[src/rtl/tlb_pkg.sv]
package tlb_pkg;
  function automatic int unsigned idx_width(input int unsigned n);
    return (n < 2) ? 1 : $clog2(n);
  endfunction
endpackage

[src/rtl/tlb_match.sv]
module tlb_match #(
  parameter int unsigned N      = 8,
  parameter int unsigned VPN_W  = 20,
  parameter int unsigned ASID_W = 8,
  localparam int unsigned IDX_W = tlb_pkg::idx_width(N)
) (
  input  logic [N-1:0]        valid,
  input  logic [N-1:0]        glob,
  input  logic [N*VPN_W-1:0]  vpn_flat,
  input  logic [N*ASID_W-1:0] asid_flat,
  input  logic [VPN_W-1:0]    key_vpn,
  input  logic [ASID_W-1:0]   key_asid,
  output logic                any,
  output logic [IDX_W-1:0]    idx
);
  logic [N-1:0] hv;

  for (genvar i = 0; i < N; i++) begin : g_cmp
    assign hv[i] = valid[i]
                && (vpn_flat[i*VPN_W +: VPN_W] == key_vpn)
                && (glob[i] || (asid_flat[i*ASID_W +: ASID_W] == key_asid));
  end

  assign any = |hv;

  // lowest index wins
  always_comb begin
    idx = '0;
    for (int i = N - 1; i >= 0; i--)
      if (hv[i]) idx = IDX_W'(i);
  end
endmodule

[src/rtl/tlb_victim.sv]
module tlb_victim #(
  parameter int unsigned N = 8,
  localparam int unsigned IDX_W = tlb_pkg::idx_width(N)
) (
  input  logic             clk,
  input  logic             rst_n,
  input  logic [N-1:0]     valid,
  input  logic             fill_fire,
  input  logic             dup_any,
  output logic [IDX_W-1:0] victim
);
  logic [IDX_W-1:0] rr_q;
  logic [IDX_W-1:0] free_idx;
  logic             free_any;

  always_comb begin
    free_idx = '0;
    for (int i = N - 1; i >= 0; i--)
      if (!valid[i]) free_idx = IDX_W'(i);
  end
  assign free_any = ~&valid;
  assign victim   = free_any ? free_idx : rr_q;

  always_ff @(posedge clk or negedge rst_n) begin
    if (!rst_n)
      rr_q <= '0;
    else if (fill_fire && !dup_any && !free_any)
      rr_q <= (rr_q == IDX_W'(N - 1)) ? '0 : rr_q + 1'b1;
  end
endmodule

[src/rtl/asid_tlb.sv]
module asid_tlb #(
  parameter int unsigned ENTRIES = 8,
  parameter int unsigned VPN_W   = 20,
  parameter int unsigned ASID_W  = 8,
  parameter int unsigned PFN_W   = 16,
  localparam int unsigned IDX_W  = tlb_pkg::idx_width(ENTRIES)
) (
  input  logic              clk,
  input  logic              rst_n,
  input  logic              lk_valid,
  output logic              lk_ready,
  input  logic [VPN_W-1:0]  lk_vpn,
  input  logic [ASID_W-1:0] lk_asid,
  output logic              res_valid,
  output logic              res_hit,
  output logic [PFN_W-1:0]  res_pfn,
  output logic              res_dirty,
  input  logic              fill_valid,
  output logic              fill_ready,
  input  logic [VPN_W-1:0]  fill_vpn,
  input  logic [ASID_W-1:0] fill_asid,
  input  logic              fill_global,
  input  logic [PFN_W-1:0]  fill_pfn,
  input  logic              fill_dirty,
  input  logic              flush_all,
  input  logic              flush_asid_en,
  input  logic [ASID_W-1:0] flush_asid
);
  logic [ENTRIES-1:0]        valid_q, glob_q, dirty_q;
  logic [VPN_W-1:0]          vpn_q  [ENTRIES];
  logic [ASID_W-1:0]         asid_q [ENTRIES];
  logic [PFN_W-1:0]          pfn_q  [ENTRIES];
  logic [ENTRIES*VPN_W-1:0]  vpn_flat;
  logic [ENTRIES*ASID_W-1:0] asid_flat;

  for (genvar i = 0; i < ENTRIES; i++) begin : g_flat
    assign vpn_flat[i*VPN_W +: VPN_W]    = vpn_q[i];
    assign asid_flat[i*ASID_W +: ASID_W] = asid_q[i];
  end

  logic flushing, lk_fire, fill_fire;
  assign flushing   = flush_all | flush_asid_en;
  assign lk_ready   = ~flushing;
  assign fill_ready = ~flushing;
  assign lk_fire    = lk_valid & lk_ready;
  assign fill_fire  = fill_valid & fill_ready;

  logic             lk_any, dup_any;
  logic [IDX_W-1:0] lk_idx, dup_idx, vic_idx, wr_idx;

  tlb_match #(.N(ENTRIES), .VPN_W(VPN_W), .ASID_W(ASID_W)) u_lk_match (
    .valid(valid_q), .glob(glob_q), .vpn_flat(vpn_flat), .asid_flat(asid_flat),
    .key_vpn(lk_vpn), .key_asid(lk_asid), .any(lk_any), .idx(lk_idx));

  tlb_match #(.N(ENTRIES), .VPN_W(VPN_W), .ASID_W(ASID_W)) u_dup_match (
    .valid(valid_q), .glob(glob_q), .vpn_flat(vpn_flat), .asid_flat(asid_flat),
    .key_vpn(fill_vpn), .key_asid(fill_asid), .any(dup_any), .idx(dup_idx));

  tlb_victim #(.N(ENTRIES)) u_victim (
    .clk(clk), .rst_n(rst_n), .valid(valid_q), .fill_fire(fill_fire),
    .dup_any(dup_any), .victim(vic_idx));

  assign wr_idx = dup_any ? dup_idx : vic_idx;

  // slot state
  always_ff @(posedge clk or negedge rst_n) begin
    if (!rst_n) begin
      valid_q <= '0;
      glob_q  <= '0;
      dirty_q <= '0;
      for (int i = 0; i < ENTRIES; i++) begin
        vpn_q[i]  <= '0;
        asid_q[i] <= '0;
        pfn_q[i]  <= '0;
      end
    end else if (flush_all) begin
      valid_q <= '0;
    end else if (flush_asid_en) begin
      for (int i = 0; i < ENTRIES; i++)
        if (!glob_q[i] && asid_q[i] == flush_asid) valid_q[i] <= 1'b0;
    end else if (fill_fire) begin
      valid_q[wr_idx] <= 1'b1;
      glob_q[wr_idx]  <= fill_global;
      dirty_q[wr_idx] <= fill_dirty;
      vpn_q[wr_idx]   <= fill_vpn;
      asid_q[wr_idx]  <= fill_asid;
      pfn_q[wr_idx]   <= fill_pfn;
    end
  end

  // registered lookup result, taken from pre-update contents
  always_ff @(posedge clk or negedge rst_n) begin
    if (!rst_n) begin
      res_valid <= 1'b0;
      res_hit   <= 1'b0;
      res_pfn   <= '0;
      res_dirty <= 1'b0;
    end else begin
      res_valid <= lk_fire;
      res_hit   <= lk_fire & lk_any;
      res_pfn   <= (lk_fire && lk_any) ? pfn_q[lk_idx] : '0;
      res_dirty <= lk_fire & lk_any & dirty_q[lk_idx];
    end
  end
endmodule

[config.mk]
export PLATFORM = sky130hd
export DESIGN_NAME = asid_tlb
export DESIGN_NICKNAME = d
export VERILOG_FILES = /design/src/rtl/tlb_pkg.sv /design/src/rtl/tlb_match.sv /design/src/rtl/tlb_victim.sv /design/src/rtl/asid_tlb.sv
export SDC_FILE = /design/constraint.sdc
export NUM_CORES = 1
export LEC_CHECK = 0
export BUFFER_PORTS_ARGS = -buffer_cell sky130_fd_sc_hd__buf_2
export CAP_MARGIN = 40
export CORE_ASPECT_RATIO = 0.7
export CORE_MARGIN = 4
export CORE_UTILIZATION = 51
export CTS_BUF_LIST = sky130_fd_sc_hd__clkbuf_8
export CTS_CLUSTER_DIAMETER = 150
export CTS_CLUSTER_SIZE = 20
export DETAILED_ROUTE_END_ITERATION = 7
export PLACE_DENSITY = 0.74
export SYNTH_ARGS = -nofsm -noshare
export SYNTH_HDL_FRONTEND = slang
export SYNTH_SLANG_ARGS = --single-unit
[constraint.sdc]
create_clock -name clk -period 3.1 [get_ports clk]
set_clock_uncertainty 0.2 [all_clocks]
set_input_delay 0.62 -clock clk [delete_from_list [all_inputs] [get_ports clk]]
set_output_delay 0.62 -clock clk [all_outputs]
set_load 0.02 [all_outputs]
==> results.json, run 1 <==
{
  "dp_hpwl_mm": 57.65,
  "grtUsageMet1_pct": 46.91,
  "place_inst": 2993,
  "grt_use_met3_pct": 10.10,
  "grt_pass1_wl_mm": 119.5,
  "drt_pass1_iterations": 5,
  "worstPathRequired_ns": 3.45,
  "setup_viol": 395,
  "slowest_stage": "or4_4",
  "io_buffers": 108,
  "drive_gt1_share_pct": 47.33,
  "ios": 109,
  "drt_iter0_markers": 1990,
  "cts_max_level": 1,
  "status": "finished, violations left",
  "antenna_found_initial": 0,
  "async_flop_share_pct": 100.0,
  "hold_class": "primary input to flip-flop",
  "synthToLayoutAreaGrowth_pct": 31.84,
  "gp_congestion": 1.014,
  "detail-route-antenna-nets": 0,
  "timing.final.hold_violations": 0,
  "crit_top_cell": "buf_4",
  "nNetsFinal": 2579,
  "yosys_register_bits": 398,
  "cap_violations": 0,
  "crit_chain": "xor2_1, nor4_2, buf_4, nand4_1, or4_4, nand4b_1, nor2_4, mux2_4, buf_4, nand3_4, bufbuf_16, mux2_2",
  "synth_warnings": 0,
  "dieArea_sq_um": 48660,
  "mostFrequentLayoutCell": "buf_4",
  "die_w_um": 261.9,
  "max_clock_freq_ghz": 0.2652,
  "synth-seq-area-share_pct": 43.26,
  "synthFlopType": "dfrtp_1",
  "num_vias": 18600,
  "crit_path_max_incr_delay_ns": 0.58,
  "fillers": 3128,
  "fin_crit_ns": 3.771,
  "vias_per_cell": 6.033,
  "critical_path_class": "flip-flop to flip-flop",
  "drt-total-wl_mm": 83.95,
  "maxSlewHeadroom_pct": 53.72,
  "antenna_cells": 0,
  "end_kind": "flip-flop",
  "rows": 64,
  "dieHeight_um": 185.8,
  "regToRegSetupSlack_ns": -0.67,
  "leakage_nw": 15.08,
  "grt_max_degree": 58,
  "startpoint_type": "flip-flop",
  "fin_total_pwr_mw": 11.32,
  "fin_cells": 3083,
  "clkSlewWorstSetupHoldPaths_ns": 0.15,
  "tightest_slew_ns": 0.6835,
  "clock_latency_ns": 0.67,
  "min_period_over_period_pct": 121.6,
  "synth_edf_count": 0,
  "placed_cell_area_sq_um": 28260,
  "core-area_sq_um": 44120,
  "drc": 0,
  "clkSinkCount": 398,
  "setup_ws_ns": -0.6706,
  "grt_use_total_pct": 32.80,
  "pwr_density_cell_nw_per_um2": 373.1,
  "syn_inst": 1930,
  "busiest_layer": "met2",
  "start_util_pct": 52.18,
  "cts_tree": "yes",
  "cts_made_buffers": 23,
  "rsz0062_at_grt": "true",
  "final_cell_mix": "buf_4, xor2_1, dfrtp_1",
  "grt_util_met2_pct": 48.44,
  "critPathMaxFanout": 10,
  "vdd_drop_max_mv": 0.3083,
  "synth_cell_types": 60,
  "ctsRootBufferMaster": "clkbuf_8",
  "synth_area_sq_um": 23020,
  "drt-wirelength-per-cell_um": 27.23,
  "slew_viol_final": 0,
  "synth_fp_nets": 2020,
  "grt_pass1_vias": 18710,
  "design_area_sq_um": 30350,
  "synth_area_per_cell_sq_um": 11.93,
  "arrival_ns": 4.12,
  "violations": "negative setup slack",
  "grt_overflow_total": 0,
  "cts_buffer_depth": 3
}
[worst max-delay path, delay by kind of cell (launching register included)]
kind	cells	cell delay, ns
multiplexers	2	0.70
XOR/XNOR	1	0.19
AND/OR/NAND/NOR	6	1.39
flip-flops	1	0.49
buffers and inverters	3	0.66
[path summary, 6_finish.rpt]
check / start / endpoint / depth (start not counted)
setup / recovery: vpn_flat[113] / pfn_q[45] / 12
hold / removal: fill_pfn[13] / pfn_q[93] / 2
setup reg to reg: vpn_flat[113] / pfn_q[45] / 12
hold reg to reg: pfn_q[22] / pfn_q[22] / 1
max in group asynchronous: rst_n / vpn_flat[113] / 3
min in group asynchronous: rst_n / vpn_flat[132] / 2
[registers in the layout, indices dropped and copies added (netlist names)]
signal	count
vpn_flat	160
valid_q	8
asid_flat	64
res_valid	1
res_hit	1
dirty_q	8
glob_q	8
u_victim.rr_q	3
pfn_q	128
res_pfn	16
res_dirty	1
[where the power goes]
part           internal [mW]  total [mW]  leakage, nW  switching, mW
Clock                  0.709        2.45        0.179           1.74
Sequential              5.58        5.88         5.37          0.301
Combinational           1.51        3.00         9.53           1.49
[cell type report]
class	instances	area, sq um	share of cell area, %
Multi-Input combinational cell	1379	13090	43.13
Tap cell	594	743.2	2.449
Sequential cell	398	9966	32.84
Clock inverter	1	11.26	0.03710
Inverter	4	15.01	0.04947
Clock buffer	24	330.3	1.088
Timing Repair Buffer	683	6195	20.41
[timing repair]
action                     in CTS  in global routing
cloned                         18                 16
hold buffers                    1                  0
setup endpoints to repair     393                395
gates resized for setup       100                 64
buffers inserted               28                 12
hold endpoints to repair       46                  0
pin swaps                      26                 26
[cells by family (layout without fill, tap and decap cells)]
logic type      count (synthesis)  after routing  share of synthesized area, %
compound gates                155            155                         4.718
xor+xnor                      512            512                         19.48
fa+ha+maj                       2              2                        0.1087
buf+inv                       153            712                         4.016
flops                         398            398                         43.26
mux                           372            372                         19.57
simple gates                  338            338                         8.848
[synthesized netlist by cell type, types with 4 or more instances]
cell type | instances | area share [%]
xnor2_1 | 100 | 3.8
nand4b_1 | 16 | 0.61
nand2_1 | 57 | 0.93
nor4b_1 | 6 | 0.23
dfrtp_1 | 398 | 43
mux2_1 | 19 | 0.93
a21oi_1 | 24 | 0.52
buf_2 | 50 | 1.1
o2111a_1 | 17 | 0.83
buf_6 | 18 | 0.88
o41ai_1 | 6 | 0.23
o21ai_0 | 21 | 0.46
buf_1 | 12 | 0.20
inv_1 | 4 | 0.065
nor3_1 | 19 | 0.41
or2_2 | 18 | 0.49
a211oi_1 | 17 | 0.55
mux2_4 | 81 | 5.3
o22ai_1 | 34 | 0.92
buf_4 | 6 | 0.20
buf_12 | 8 | 0.70
o211ai_1 | 19 | 0.62
nor4_1 | 121 | 3.3
clkbuf_1 | 55 | 0.90
nor2_1 | 16 | 0.26
nor3b_1 | 4 | 0.13
nand4_1 | 44 | 1.2
xor2_1 | 412 | 16
or4_1 | 11 | 0.36
nand3_1 | 6 | 0.13
mux2_2 | 271 | 13
[stage by stage]
step	util, %	hold WS (ns)	setup WS [ns]	TNS [ns]
global placement	64.05	0.2863	-1.272	-445.57
global route	68.79	0.1088	-0.7573	-254.35
detailed placement	64.05	0.2855	-1.192	-423.05
CTS	67.47	0.07936	-0.5707	-189.04
finish	68.79	0.1061	-0.6706	-228.35
floorplan	-	0.1244	-0.5338	-144.95
[layer usage]
layer / up-vias / wire, um
met4: 0 / 2749
met1: 9492 / 36040
met5: - / 0
met2: 987 / 36030
met3: 180 / 9133
li1: 7940 / -
(Power assumes the default switching activity.)
==> run 2, diff against run 1 <==
--- a/config.mk
+++ b/config.mk
@@ -14,7 +14,8 @@
 export CTS_CLUSTER_DIAMETER = 150
 export CTS_CLUSTER_SIZE = 20
 export DETAILED_ROUTE_END_ITERATION = 7
-export PLACE_DENSITY = 0.74
+export GPL_TIMING_DRIVEN = 0
+export PLACE_DENSITY = 0.71
 export SYNTH_ARGS = -nofsm -noshare
 export SYNTH_HDL_FRONTEND = slang
 export SYNTH_SLANG_ARGS = --single-unit
==> constraint.sdc (replaced) <==
create_clock -name clk -period 4.25 [get_ports clk]
set_clock_uncertainty 0.2 [all_clocks]
set_input_delay 0.85 -clock clk [delete_from_list [all_inputs] [get_ports clk]]
set_output_delay 0.85 -clock clk [all_outputs]
set_load 0.02 [all_outputs]
==> run 2 against run 1 <==
Compared with the run above: the flow still finishes with violations (negative setup slack); combinational power down 48%; cell area down 17%; largest power group unchanged; routed wire length down 8.7%; non-clock buffer count down 446; critical path type is now primary input to flip-flop.
==> results.json, run 2 (synthesized netlist as in run 1, its figures left out) <==
{
  "ios": 109,
  "tns_ns": -0.2239,
  "dieHeight_um": 185.8,
  "critical_path_class": "primary input to flip-flop",
  "cts_tree": "yes",
  "drt_iter0_markers": 1752,
  "antenna_found_initial": 5,
  "tightest_slew_ns": 1.101,
  "die_w_um": 261.9,
  "p_int_mw": 5.307,
  "start_util_pct": 52.18,
  "regToRegSetupSlack_ns": 0.07,
  "drt-wirelength-per-cell_um": 29.03,
  "largest_register_ffs": 160,
  "clkSinkCount": 398,
  "setup_ws_ns": -0.06092,
  "cts_buffer_depth": 3,
  "comb_power_share_pct": 20.4,
  "clock_latency_ns": 0.64,
  "drc": 0,
  "whs_ns": 0.3129,
  "status": "finished, violations left",
  "setup_viol": 9,
  "num_vias": 16400,
  "core-area_sq_um": 44120,
  "nNetsFinal": 2133,
  "grt_overflow_total": 0,
  "vias_per_cell": 6.215,
  "rows": 64,
  "vdd_drop_max_mv": 0.2564,
  "switching_share_pct": 30.92,
  "slew_viol_final": 0,
  "drt-total-wl_mm": 76.61,
  "fillers": 3754,
  "grt_use_total_pct": 31.50,
  "worstPathRequired_ns": 4.54,
  "synthToLayoutAreaGrowth_pct": 8.973,
  "timing.final.hold_violations": 0,
  "ctsRootBufferMaster": "clkbuf_8",
  "startpoint_type": "primary input",
  "leakage_nw": 12.08,
  "grt_pass1_wl_mm": 112.3,
  "drt_pass1_iterations": 5,
  "placed_cell_area_sq_um": 24490,
  "design_area_sq_um": 25090,
  "dieArea_sq_um": 48660,
  "net-switching-power_mw": 2.376,
  "cts_max_level": 1,
  "clock_power_share_pct": 22.6,
  "gp_congestion": 0.9705,
  "max_clock_freq_ghz": 0.2320,
  "arrival_ns": 4.60,
  "drive_gt1_share_pct": 30.66,
  "maxSlewHeadroom_pct": 25.95,
  "cts_made_buffers": 23,
  "critPathMaxFanout": 10,
  "grt_max_degree": 117,
  "pwr_density_cell_nw_per_um2": 306.2,
  "cap_violations": 0,
  "post-place-ws_ns": -1.189,
  "fin_crit_ns": 4.311,
  "mostFrequentLayoutCell": "xor2_1",
  "hold_class": "flip-flop to flip-flop",
  "detail-route-antenna-nets": 0,
  "io_buffers": 43,
  "violations": "negative setup slack",
  "end_kind": "flip-flop",
  "dp_hpwl_mm": 55.54,
  "final_util_pct": 56.86,
  "clkSlewWorstSetupHoldPaths_ns": 0.11,
  "power_frac_seq_pct": 57.0,
  "grt_pass1_vias": 16300,
  "min_period_over_period_pct": 101.4,
  "final_cell_mix": "xor2_1, dfrtp_1, mux2_2"
}
==> run 2: changes by cell type in the layout (fill, tap and decap cells not counted), moves of 9 or more <==
cell / delta
nor4_1: +14
mux2_4: -118
buf_2: -21
clkbuf_2: +24
buf_6: +22
buf_12: -45
buf_16: -10
nor4_2: -9
clkbuf_16: -12
buf_4: -442
mux2_2: +101
o21ai_0: +10
mux2_1: +17
clkbuf_1: +34
==> run 2: critical path: stages <==
cell and delay [ns]:
clkbuf_1 0.39, buf_6 0.24, xor2_1 0.12, nor4_1 0.25, nand4_1 0.14, nor4_1 0.89
inv_1 0.21, o21ai_0 0.24, a21boi_4 0.19, or3_1 0.35, buf_2 0.21, buf_2 0.22
o2111a_1 0.28
==> run 2: stage by stage <==
stage | std cells | power, mW
2_1_floorplan | 1930 | 5.402
3_3_place_gp | 2567 | 5.887
3_5_place_dp | 2605 | 5.969
4_1_cts | 2635 | 7.676
5_1_grt | 2637 | 7.971
6_report | 2639 | 7.682
==> run 2: metal layers <==
metal  vias to the layer above  GRT usage (%)  routed length [um]
met3                       146          8.949                8097
met2                       763          44.61               31520
met4                         2          9.595                2622
li1                       7049              -                   -
met5                         -              0                  13
met1                      8441          46.93               34360
==> run 2: worst paths after layout <==
kind	cells past startpoint	endpoint	from
min in group asynchronous	2	vpn_flat[115]	rst_n
hold reg to reg	1	pfn_q[52]	pfn_q[52]
hold / removal	1	pfn_q[52]	pfn_q[52]
max in group asynchronous	5	pfn_q[93]	rst_n
setup / recovery	13	res_pfn[8]	lk_vpn[15]
setup reg to reg	11	asid_flat[32]	vpn_flat[120]
==> run 2: power by group through the flow <==
stage / clock [mW] / sequential, mW / combinational [mW]
6_report: 1.74 / 4.38 / 1.57
2_1_floorplan: 0 / 4.36 / 1.04
3_3_place_gp: 0 / 4.43 / 1.46
3_5_place_dp: 0 / 4.44 / 1.53
4_1_cts: 1.76 / 4.37 / 1.54
5_1_grt: 1.88 / 4.41 / 1.68
==> run 2: cell type report <==
type	count	area (sq um)	area share (%)
Sequential cell	398	9960	39.70
Antenna cell	3	7.507	0.02993
Multi-Input combinational cell	1379	12280	48.94
Timing Repair Buffer	88	769.5	3.067
Buffer	149	984.7	3.925
Clock buffer	24	330.3	1.317
Inverter	4	15.01	0.05985
Tap cell	594	743.2	2.963
==> run 2: what timing repair did <==
action	CTS	global route
setup endpoints to repair	346	340
hold buffers	1	0
buffers inserted	5	0
endpoints found under the hold margin	6	0
pin swaps	3	3
gates cloned	0	0
resized for setup	34	46
